## config.mk

```make
export PLATFORM = sky130hd
export DESIGN_NAME = regbus_slave
export DESIGN_NICKNAME = d
export VERILOG_FILES = /design/src/rtl/regbus_slave.sv
export SDC_FILE = /design/constraint.sdc
export NUM_CORES = 1
export LEC_CHECK = 0
export BUFFER_PORTS_ARGS = -buffer_cell sky130_fd_sc_hd__buf_2
export CAP_MARGIN = 20
export CORE_MARGIN = 1
export CORE_UTILIZATION = 25
export CTS_CLUSTER_DIAMETER = 80
export DETAILED_ROUTE_END_ITERATION = 7
export GPL_TIMING_DRIVEN = 0
export PLACE_DENSITY_LB_ADDON = 0.15
export SYNTH_ARGS = -nofsm -noshare
export SYNTH_HDL_FRONTEND = slang
export SYNTH_SLANG_ARGS = --single-unit
```

## constraint.sdc

```tcl
create_clock -name clk -period 1.9 [get_ports clk]
set_clock_uncertainty 0.1 [all_clocks]
set_input_delay 0.095 -clock clk [delete_from_list [all_inputs] [get_ports clk]]
set_output_delay 0.095 -clock clk [all_outputs]
set_load 0.005 [all_outputs]
```

## src/rtl/regbus_slave.sv

```systemverilog
module regbus_slave #(
  parameter int DW = 32,
  parameter int AW = 8,
  parameter int IDW = 4,
  parameter int NREG = 4,
  parameter logic [NREG-1:0] RD_EN = 4'b0111,
  parameter logic [NREG-1:0] WR_EN = 4'b1011,
  parameter logic [NREG*DW-1:0] RST_VAL = {32'h0000_0000, 32'h1234_5678, 32'h0000_00FF, 32'h0000_0000},
  parameter bit ERR_UNMAPPED = 1'b1,
  parameter bit ERR_DIRECTION = 1'b1
)(
  input  logic               clk,
  input  logic               rst,
  input  logic               req_i,
  output logic               gnt_o,
  input  logic [AW-1:0]      addr_i,
  input  logic               we_i,
  input  logic [DW/8-1:0]    be_i,
  input  logic [DW-1:0]      wdata_i,
  input  logic [IDW-1:0]     aid_i,
  output logic               rvalid_o,
  input  logic               rready_i,
  output logic [DW-1:0]      rdata_o,
  output logic               err_o,
  output logic [IDW-1:0]     rid_o,
  output logic [NREG*DW-1:0] regs_o
);
  localparam int NB = DW / 8;
  localparam int OB = $clog2(NB);
  localparam int IW = (NREG > 1) ? $clog2(NREG) : 1;
  localparam int WW = AW - OB;

  logic [DW-1:0]  regs_q [NREG];
  logic           rvalid_q, err_q;
  logic [DW-1:0]  rdata_q;
  logic [IDW-1:0] rid_q;

  logic [WW-1:0] word;
  logic [IW-1:0] idx;
  logic          hit, can_rd, can_wr, bad_dir, err_d, accept;

  assign word    = addr_i[AW-1:OB];
  assign idx     = word[IW-1:0];
  assign hit     = (addr_i[OB-1:0] == '0) && (word < WW'(NREG));
  assign can_rd  = hit && RD_EN[idx];
  assign can_wr  = hit && WR_EN[idx];
  assign bad_dir = hit && (we_i ? !WR_EN[idx] : !RD_EN[idx]);
  assign err_d   = (ERR_UNMAPPED && !hit) || (ERR_DIRECTION && bad_dir);

  assign gnt_o  = !rvalid_q || rready_i;
  assign accept = req_i && gnt_o;

  always_ff @(posedge clk) begin
    if (rst) begin
      rvalid_q <= 1'b0;
      err_q    <= 1'b0;
      rdata_q  <= '0;
      rid_q    <= '0;
      for (int k = 0; k < NREG; k++) regs_q[k] <= RST_VAL[k*DW +: DW];
    end else if (accept) begin
      rvalid_q <= 1'b1;
      err_q    <= err_d;
      rid_q    <= aid_i;
      rdata_q  <= (!we_i && can_rd) ? regs_q[idx] : '0;
      if (we_i && can_wr)
        for (int b = 0; b < NB; b++)
          if (be_i[b]) regs_q[idx][8*b +: 8] <= wdata_i[8*b +: 8];
    end else if (rready_i) begin
      rvalid_q <= 1'b0;
    end
  end

  for (genvar k = 0; k < NREG; k++) begin : g_out
    assign regs_o[k*DW +: DW] = regs_q[k];
  end

  assign rvalid_o = rvalid_q;
  assign rdata_o  = rdata_q;
  assign err_o    = err_q;
  assign rid_o    = rid_q;
endmodule

```

==> results.md <==
- Antenna-violating nets left: 0
- Power Density: about 840 nW/um^2
- Avg Cell Area, Syn: roughly 15 sq um
- I/O Pins: 220
- Clk slew on worst S/H paths: approximately 60 ps
- Synthesized instance count: 473
- WP data required: roughly 1900 ps
- Setup-failing EPs final: 0
- DRT Wirelength: roughly 25000 um
- Fin Setup TNS: 0 ps
- GP Congestion: around 0.77
- Hold depth: 4
- Vias post-DR: approximately 5400
- Vias in the first global route: around 5400
- CP bufs+invs: 1
- Post-Syn Area: approximately 6900 sq um
- Worst vdd ir: 0.0004293 V
- Metal-1 WL: 11210 um
- Met3 WL: approximately 1400 um
- Met2 wire length: ~12000 um
- Crit path kind: reg2reg
- TritonCTS clock tree: done
- Number of fill cells in the layout: 2710
- Crit path DAT: between 1500 and 2000 ps
- Worst path slowest cell: a21o_2
- # rows: 60
- Hold Crit Class: in2reg
- R2r setup slk: 20 ps
- Final Max Slew Viols: 0
- Slowest stage delay, CP: roughly 360 ps
- Initial antenna violation count: 1
- Crit path max fanout: 10
- Grt ovf: 0
- Register area share after synthesis: between 60% and 70%
- First-pass GRT wire length: around 35000 um
- Synth warn: 0
- Slew HR: 52.15%
- Clk sinks: around 170
- CTS max path bufs: 2
- Number of cells on the critical path: 5
- Crit path capture type: register
- Largest net degree at the start of global routing: 17
- Crit share post-route: 98.80%
- Worst skew pair latency: 420 ps
- CP Launch Type: register
- Family with the most delay on the worst path: simple AND/OR/NAND/NOR gates
- Synthesized flop and latch total: 166
- First-pass iteration count of the detailed router: 4
- Unrepaired setup endpoints after global routing: true
- Commonest non-fill, non-tap cell in the layout: buf_2
- Core area: about 27000 sq um
- Final setup margin: around 23 ps
- R2R depth: 5
- Area Growth Syn to Fin: 41.90%
- GRT Util Overall: between 10% and 20%
- Status: complete, no violations
- Root Buffer Master: clkbuf_16
- Slew @ Worst Pin: between 700 and 800 ps
- Buffers on Ports: 219
- H-tree level count: 4
- Avg WL per Cell: roughly 22 um
- DR iter-0 viols: ~360
- Critical-path cell list: nand2b_4, nand2_4, clkbuf_4, nor3_1, a21o_2
- FMAX: roughly 530 MHz
- Hold Fails Final Rpt: 0
- Top routing layer in use: met4
- Num CTS Buffers: 17
- Area of the die: between 20000 and 30000 sq um
- # DRC: 0
- Via density: 4.722
- Max_cap viols: 0
- Dpl ws: -1402 ps
- Die H: roughly 170 um
- Die Width: approximately 170 um
- Placed wire-length estimate: ~18000 um
- Share of cells above drive strength 1: between 40% and 50%
- Post-synth cell types: 32
- Nets@finish: around 840
- Min cycle time layout: 1877 ps
- Starting Density: between 20% and 30%
- Commonest cells after routing, fill and taps aside: buf_2 (223), edfxtp_1 (128), and3_1 (81), dfxtp_1 (38), dlygate4sd3_1 (38)
- Static leakage: 4.309 nW
## repair_timing
| action | in CTS | in global routing |
|---|---|---|
| cloned | 0 | 0 |
| hold endpoints to repair | 101 | 0 |
| resized for setup | 38 | 12 |
| setup endpoints to repair | 223 | 130 |
| buffers inserted | 11 | 1 |
| pin swaps | 7 | 3 |
| hold buffers | 38 | 0 |
## Yosys cell counts (all sizes together)
| library cell | number | area share, % |
|---|---|---|
| clkbuf | 39 | 2.1 |
| nor2b | 2 | 0.18 |
| xor2 | 1 | 0.13 |
| buf | 6 | 0.42 |
| nand3 | 1 | 0.072 |
| nor3 | 8 | 0.58 |
| a211oi | 1 | 0.11 |
| nor4 | 4 | 0.76 |
| nand4 | 2 | 0.18 |
| and3 | 81 | 7.3 |
| dfxtp | 38 | 11 |
| conb | 2 | 0.11 |
| or2 | 10 | 0.90 |
| o21bai | 4 | 0.43 |
| edfxtp | 128 | 56 |
| o211ai | 2 | 0.22 |
| and2 | 10 | 0.90 |
| or4 | 2 | 0.22 |
| inv | 1 | 0.054 |
| mux4 | 32 | 10 |
| a21oi | 6 | 0.43 |
| a21o | 6 | 0.65 |
| nand2 | 14 | 0.80 |
| a32oi | 32 | 4.1 |
| nor2 | 37 | 2.0 |
| nand2b | 4 | 0.36 |
## flip-flops by register name, summed over array words and instances, names as in the netlist
register,flops
rdata_o,32
rid_o,4
err_o,1
regs_q,128
rvalid_o,1
## report_power, final
group	internal, mW	switching [mW]
Clock	1.83	1.53
Combinational	0.341	0.402
Sequential	4.02	0.0655
## worst paths after layout
path                 start             to
setup reg to reg  rvalid_o  regs_q[1][16]
hold / removal        we_i          err_o
setup / recovery  rvalid_o  regs_q[1][16]
hold reg to reg   rid_o[2]       rid_o[2]
## layer usage
layer,track usage (%),vias up
met3,3.456,19
met2,28.58,212
li1,-,2453
met1,23.12,2723
met4,5.257,0
met5,0,-
## final cells by class
type,instances,area [sq um],area share (%)
Timing Repair Buffer,269,1633,16.64
Clock buffer,20,436.7,4.449
Buffer,43,196.4,2.002
Multi-Input combinational cell,291,2387,24.32
Antenna cell,2,5.005,0.05099
Sequential cell,166,4604,46.91
Clock inverter,12,121.4,1.237
Tap cell,341,426.7,4.347
Inverter,1,3.754,0.03825
## per-stage QoR
step | hold WS (ps) | area, sq um | utilization [%] | total power, mW | cells
floorplan | 124.5 | 7038 | - | 4.441 | 503
CTS | 134.5 | 9778 | 36.18 | 8.285 | 1143
finish | 171.3 | 9814 | 36.31 | 8.197 | 1145
global placement | 235.7 | 8561 | 31.68 | 4.789 | 1063
global route | 185.7 | 9809 | 36.30 | 8.493 | 1143
detailed placement | 245.9 | 8561 | 31.68 | 4.803 | 1063
## logic make-up (layout without fill, tap and decap cells)
logic type / after synthesis / count (layout) / share of synthesized area, %
simple gates: 175 / 175 / 14.29
flops: 166 / 166 / 66.57
compound gates: 51 / 51 / 5.897
buf+inv: 46 / 345 / 2.587
mux: 32 / 32 / 10.42
other cells: 2 / 34 / 0.1086
xor+xnor: 1 / 1 / 0.1267
## worst reg2reg max path, cell delays in order, from the launching register on
cell and delay, ps:
dfxtp_1 350, nand2b_4 140, nand2_4 100, clkbuf_4 220, nor3_1 290, a21o_2 360
Power figures use the tool's default switching activity.
